==> config.mk <==
export PLATFORM = sky130hd
export DESIGN_NAME = cpu_bus_slave
export DESIGN_NICKNAME = d
export VERILOG_FILES = /design/src/rtl/cbs_pkg.sv /design/src/rtl/cbs_phi2_gen.sv /design/src/rtl/cbs_req_latch.sv /design/src/rtl/cbs_data_path.sv /design/src/rtl/cbs_vec_detect.sv /design/src/rtl/cpu_bus_slave.sv
export SDC_FILE = /design/constraint.sdc
export NUM_CORES = 1
export LEC_CHECK = 0
export ABC_AREA = 1
export BUFFER_PORTS_ARGS = -buffer_cell sky130_fd_sc_hd__buf_4
export CORE_MARGIN = 2
export CORE_UTILIZATION = 50
export CTS_CLUSTER_DIAMETER = 30
export DETAILED_ROUTE_END_ITERATION = 10
export HOLD_SLACK_MARGIN = 0.1
export PLACE_DENSITY = 0.9
export SETUP_SLACK_MARGIN = 0.3
export SLEW_MARGIN = 20
export SYNTH_ARGS = -nofsm -noshare
export SYNTH_HDL_FRONTEND = slang
export SYNTH_SLANG_ARGS = --single-unit
==> constraint.sdc <==
create_clock -name clk -period 2.5 [get_ports clk]
set_input_delay 0.375 -clock clk [delete_from_list [all_inputs] [get_ports clk]]
set_output_delay 0.375 -clock clk [all_outputs]
set_load 0.02 [all_outputs]
==> src/rtl/cbs_pkg.sv <==
`timescale 1ns/1ps
package cbs_pkg;
  localparam int BANK_W = 8;
  localparam int ADDR_W = 16;
  localparam int DATA_W = 8;
  localparam int FULL_W = BANK_W + ADDR_W;

  localparam logic [DATA_W-1:0] NOP_OPCODE = 8'hEA;
  localparam logic [ADDR_W-1:0] VEC_LO     = 16'hFFFC;
  localparam logic [ADDR_W-1:0] VEC_HI     = 16'hFFFD;

  typedef struct packed {
    logic [BANK_W-1:0] bank;
    logic [ADDR_W-1:0] addr;
    logic              rd;
  } bus_req_t;

  // 24-bit memory address, bank in the upper byte
  function automatic logic [FULL_W-1:0] full_addr(bus_req_t r);
    return {r.bank, r.addr};
  endfunction

  // read of a given vector location in bank zero
  function automatic logic is_vec(bus_req_t r, logic [ADDR_W-1:0] v);
    return r.rd && (r.bank == '0) && (r.addr == v);
  endfunction
endpackage

==> src/rtl/cbs_phi2_gen.sv <==
`timescale 1ns/1ps
module cbs_phi2_gen #(
  parameter int HALF_CLKS  = 128,
  parameter int CAPTURE_AT = 4
) (
  input  logic clk,
  output logic phi2,
  output logic cap_evt,
  output logic wsmp_evt
);
  localparam int CW = (HALF_CLKS > 2) ? $clog2(HALF_CLKS) : 2;
  localparam logic [CW-1:0] LAST = CW'(HALF_CLKS - 1);
  localparam logic [CW-1:0] CAP  = CW'(CAPTURE_AT);
  localparam logic [CW-1:0] WSMP = CW'(HALF_CLKS - 2);

  // free-running divider: power-up value only, reset never stops PHI2
  logic [CW-1:0] cnt    = '0;
  logic          phi2_q = 1'b0;

  always_ff @(posedge clk) begin
    if (cnt == LAST) begin
      cnt    <= '0;
      phi2_q <= ~phi2_q;
    end else begin
      cnt <= cnt + 1'b1;
    end
  end

  assign phi2     = phi2_q;
  assign cap_evt  = !phi2_q && (cnt == CAP);
  assign wsmp_evt =  phi2_q && (cnt == WSMP);
endmodule

==> src/rtl/cbs_req_latch.sv <==
`timescale 1ns/1ps
module cbs_req_latch
  import cbs_pkg::*;
(
  input  logic              clk,
  input  logic              rst,
  input  logic              cap_evt,
  input  logic [ADDR_W-1:0] cpu_addr,
  input  logic              cpu_rwb,
  input  logic [DATA_W-1:0] db_in,
  output bus_req_t          req,
  output logic              req_valid,
  output logic              cap_stb,
  output logic              ram_rd_en
);
  always_ff @(posedge clk) begin
    if (rst) begin
      req       <= '0;
      req_valid <= 1'b0;
      cap_stb   <= 1'b0;
      ram_rd_en <= 1'b0;
    end else begin
      cap_stb   <= cap_evt;
      ram_rd_en <= cap_evt && cpu_rwb;
      if (cap_evt) begin
        req.bank  <= db_in;
        req.addr  <= cpu_addr;
        req.rd    <= cpu_rwb;
        req_valid <= 1'b1;
      end
    end
  end
endmodule

==> src/rtl/cbs_data_path.sv <==
`timescale 1ns/1ps
module cbs_data_path
  import cbs_pkg::*;
(
  input  logic              clk,
  input  logic              rst,
  input  logic              phi2,
  input  logic              wsmp_evt,
  input  logic              req_valid,
  input  logic              req_rd,
  input  logic              nop_mode,
  input  logic              ram_rd_en,
  input  logic [DATA_W-1:0] ram_rdata,
  input  logic [DATA_W-1:0] db_in,
  output logic [DATA_W-1:0] db_out,
  output logic              db_oe,
  output logic              ram_wr_en,
  output logic [DATA_W-1:0] ram_wdata
);
  logic              rd_pend;
  logic [DATA_W-1:0] rd_hold;
  logic              wr_take;

  assign wr_take = wsmp_evt && req_valid && !req_rd;

  always_ff @(posedge clk) begin
    if (rst) begin
      rd_pend   <= 1'b0;
      rd_hold   <= '0;
      ram_wr_en <= 1'b0;
      ram_wdata <= '0;
    end else begin
      rd_pend   <= ram_rd_en;
      if (rd_pend) rd_hold <= ram_rdata;
      ram_wr_en <= wr_take;
      if (wr_take) ram_wdata <= db_in;
    end
  end

  assign db_oe  = phi2 && req_valid && req_rd && !rst;
  assign db_out = nop_mode ? NOP_OPCODE : rd_hold;
endmodule

==> src/rtl/cbs_vec_detect.sv <==
`timescale 1ns/1ps
module cbs_vec_detect
  import cbs_pkg::*;
(
  input  logic     clk,
  input  logic     rst,
  input  logic     cap_stb,
  input  bus_req_t req,
  output logic     boot_seen
);
  logic saw_lo;

  always_ff @(posedge clk) begin
    if (rst) begin
      saw_lo    <= 1'b0;
      boot_seen <= 1'b0;
    end else if (cap_stb) begin
      saw_lo <= is_vec(req, VEC_LO);
      if (saw_lo && is_vec(req, VEC_HI)) boot_seen <= 1'b1;
    end
  end
endmodule

==> src/rtl/cpu_bus_slave.sv <==
`timescale 1ns/1ps
module cpu_bus_slave
  import cbs_pkg::*;
#(
  parameter int HALF_CLKS  = 128,
  parameter int CAPTURE_AT = 4
) (
  input  logic              clk,
  input  logic              rst,
  input  logic              nop_mode,
  output logic              phi2,
  input  logic [ADDR_W-1:0] cpu_addr,
  input  logic              cpu_rwb,
  input  logic [DATA_W-1:0] db_in,
  output logic [DATA_W-1:0] db_out,
  output logic              db_oe,
  output logic [FULL_W-1:0] ram_addr,
  output logic              ram_rd_en,
  output logic              ram_wr_en,
  output logic [DATA_W-1:0] ram_wdata,
  input  logic [DATA_W-1:0] ram_rdata,
  output logic              cap_stb,
  output logic [FULL_W-1:0] cap_addr,
  output logic              boot_seen
);
  // named internal events
  logic     cap_evt;
  logic     wsmp_evt;
  bus_req_t req;
  logic     req_valid;

  cbs_phi2_gen #(.HALF_CLKS(HALF_CLKS), .CAPTURE_AT(CAPTURE_AT)) clkgen_i (
    .clk      (clk),
    .phi2     (phi2),
    .cap_evt  (cap_evt),
    .wsmp_evt (wsmp_evt)
  );

  cbs_req_latch latch_i (
    .clk       (clk),
    .rst       (rst),
    .cap_evt   (cap_evt),
    .cpu_addr  (cpu_addr),
    .cpu_rwb   (cpu_rwb),
    .db_in     (db_in),
    .req       (req),
    .req_valid (req_valid),
    .cap_stb   (cap_stb),
    .ram_rd_en (ram_rd_en)
  );

  cbs_data_path dpath_i (
    .clk       (clk),
    .rst       (rst),
    .phi2      (phi2),
    .wsmp_evt  (wsmp_evt),
    .req_valid (req_valid),
    .req_rd    (req.rd),
    .nop_mode  (nop_mode),
    .ram_rd_en (ram_rd_en),
    .ram_rdata (ram_rdata),
    .db_in     (db_in),
    .db_out    (db_out),
    .db_oe     (db_oe),
    .ram_wr_en (ram_wr_en),
    .ram_wdata (ram_wdata)
  );

  cbs_vec_detect vec_i (
    .clk       (clk),
    .rst       (rst),
    .cap_stb   (cap_stb),
    .req       (req),
    .boot_seen (boot_seen)
  );

  assign ram_addr = full_addr(req);
  assign cap_addr = full_addr(req);
endmodule

==> summary.txt <==
Worst Setup SP = clkgen_i.cnt[0]
Final worst-path cycle share = 0.740
Aggregate global routing overflow = 0
Share of synthesized area occupied by flip-flops and latches = 0.492
Hold Path Class = input port to flip-flop
WL/cell = 12.3 um
Pin count of the biggest net entering global routing = 26
Post-detail-place hpwl = 4.05 mm
Slew @ Worst Pin = 0.964 ns
R2R Setup Slk = 0.65 ns
Required @ worst endpoint = 2.74 ns
Count of different cell masters after synthesis = 26
Clock Latency Late Sink = 0.30 ns
Chip width = 71.8 um
Port Buf Inserts = 105
EDFF count, synth = 1
Site Rows = 24
Cell Pwr Density = 482 mW/mm2
CTS tree = built
Arr. time, crit path = 2.09 ns
First-pass GRT wire length = 8.71 mm
Worst setup path end = latch_i.req[19]
Placed cell count = 426
Clock share of power = 0.335
Reg-to-reg critical path endpoint = latch_i.req[19]
Sequential power share = 0.614
Dpl ws = 0.654 ns
Initial antenna violation count = 0
Leading cell types in the layout, fill and taps excluded = 105 x buf_4, 95 x nand2_1, 55 x dfxtp_1
Critical Path Fanout Max = 25
CTS Hold Buffers Added = 0
Overall Global Routing Usage = 0.209
Slew Limit Fails = 0
Via count = 2,135
TritonCTS Sinks = 56
Clock transition at path regs = 0.10 ns
Critical path class = flip-flop to flip-flop
Post-CTS sizing = 0
Cells after Synth = 300
#FFs+latches synth = 56
Vias in the first global route = 2,018
Cell-internal power = 1.16 mW
Yosys warning count = 0
# IOs = 106
Final WL = 5.33 mm
Core box area = 0.00438 mm2
Pre-antenna DRT Iters = 4
Clock buffer depth = 2
Endpoints failing setup = 0
CP startpoint kind = flip-flop
Number of diodes = 0
CTS Root Cell = clkbuf_8
Clk_skew = 0.00889 ns
Area delta synth->final = 31.3%
H-tree depth = 2
Final Hold Viols = 0
Final net count = 420
Initial drt markers = 236
Synth Flop Type = dfxtp_1
Initial core utilization = 0.525
Cell area after synthesis = 0.00230 mm2
Ys async rst share = 0
Final GP Congestion = 0.767
Most common cell after layout, fill and taps aside = buf_4
Highest clock rate = 541 MHz
CP Capture Type = flip-flop
Status = complete, no violations
Leak Pwr = 1.48 nW
Vias per cell = 4.92
RSZ-0062 raised after global routing = false
Die Y = 71.8 um
MaxCap Viol Count = 0
Worst flop-to-flop path startpoint = clkgen_i.cnt[0]
Hold slack = 0.260 ns
Final design utilization = 0.689
DRC Markers = 0
Setup TNS = 0 ns
Postcts setup bufs = 0
Combinational share of power = 0.052
Net count after synthesis = 339
Antenna viol nets, final = 0
Worst IR Drop VDD = 0.387 mV
Max-slew headroom = 0.357
Sw power = 0.292 mW
Tmin final = 1.85 ns
CTS Buf Count = 5
Fin worst setup slack = 0.650 ns
Worst Reg2Reg Path Length in Cells = 7
Layout cells sized above 1 = 0.317
Syn_area_per_cell = 7.67 um2
Switching share of power = 0.201
Die area = 0.00516 mm2
Post-route insts no fill = 434
flip-flops by register name, indices dropped and copies added (netlist names):
signal	flops
dpath_i.rd_hold	8
vec_i.saw_lo	1
latch_i.req_valid	1
dpath_i.ram_wdata	8
latch_i.req	25
clkgen_i.cnt	7
vec_i.boot_seen	1
dpath_i.rd_pend	1
latch_i.cap_stb	1
dpath_i.ram_wr_en	1
latch_i.ram_rd_en	1
clkgen_i.phi2	1
synthesized netlist by cell type, types with 3 or more instances:
library cell | n | area (um2)
nor2_1 | 34 | 128
nand3_1 | 16 | 80.1
ha_1 | 3 | 37.5
inv_1 | 22 | 82.6
o21ai_0 | 9 | 45.0
nand2_1 | 95 | 357
a21oi_1 | 14 | 70.1
dfxtp_1 | 55 | 1100
buf_4 | 24 | 180
clkbuf_1 | 3 | 11.3
or2_2 | 5 | 31.3
layer usage:
| metal | wire length, um | vias up | GRT usage | part of all wire |
|---|---|---|---|---|
| li1 | - | 1066 | - | - |
| met1 | 2130 | 987 | 0.244 | 0.40 |
| met3 | 324 | 8 | 0.0352 | 0.061 |
| met4 | 91 | 0 | 0.0650 | 0.017 |
| met2 | 2780 | 74 | 0.386 | 0.52 |
| met5 | 0 | - | 0 | 0 |
final cells by class:
| type | instances | area (um2) |
|---|---|---|
| timing repair buffer | 105 | 788 |
| tap | 52 | 65.1 |
| clock buffer | 8 | 90.1 |
| multi-input combinational | 190 | 857 |
| inverter | 23 | 87.6 |
| sequential | 56 | 1130 |
| fill | 344 | 1370 |
worst max-delay path: stages (launching register included):
cell and delay (ns):
dfxtp_1 0.39, inv_1 0.10, ha_1 0.20, nand3_1 0.09, nor3_2 0.06, nor2_2 0.73, nand2_1 0.13, nand2_1 0.10
stage by stage:
| stage | power, mW | cell area [um2] |
|---|---|---|
| floorplan | 0.935 | 2300 |
| global placement | 0.989 | 2930 |
| detailed placement | 0.990 | 2930 |
| CTS | 1.46 | 3020 |
| global route | 1.51 | 3020 |
| finish | 1.46 | 3020 |
power by group through the flow:
stage | logic [mW] | registers, mW | clock network, mW
4_1_cts | 0.0758 | 0.893 | 0.495
6_report | 0.0756 | 0.893 | 0.487
3_3_place_gp | 0.0748 | 0.914 | 0
2_1_floorplan | 0.0204 | 0.914 | 0
3_5_place_dp | 0.0756 | 0.914 | 0
5_1_grt | 0.0815 | 0.894 | 0.533
how the worst min path moves through the flow:
stage	from	endpoint	slack [ns]	cells past startpoint
2_1_floorplan	dpath_i.rd_hold[4]	dpath_i.rd_hold[4]	0.43	2
3_3_place_gp	latch_i.ram_rd_en	dpath_i.rd_pend	0.41	2
3_5_place_dp	latch_i.ram_rd_en	dpath_i.rd_pend	0.42	2
4_1_cts	cpu_addr[1]	latch_i.req[2]	0.26	3
5_1_grt	cpu_addr[1]	latch_i.req[2]	0.26	3
6_report	cpu_addr[1]	latch_i.req[2]	0.26	3
logic make-up (layout without fill, tap and decap cells):
kind of cell             count (synthesis)  count (layout)  synth area share
buffers and inverters                   54             136             0.135
XOR/XNOR                                 3               3            0.0114
AND/OR/NAND/NOR                        159             159             0.289
AO/OA/AOI/OAI                           25              25            0.0560
flip-flops                              56              56             0.492
adder cells (fa/ha/maj)                  3               3            0.0163
Note: power is estimated with default switching activity, not from simulation.
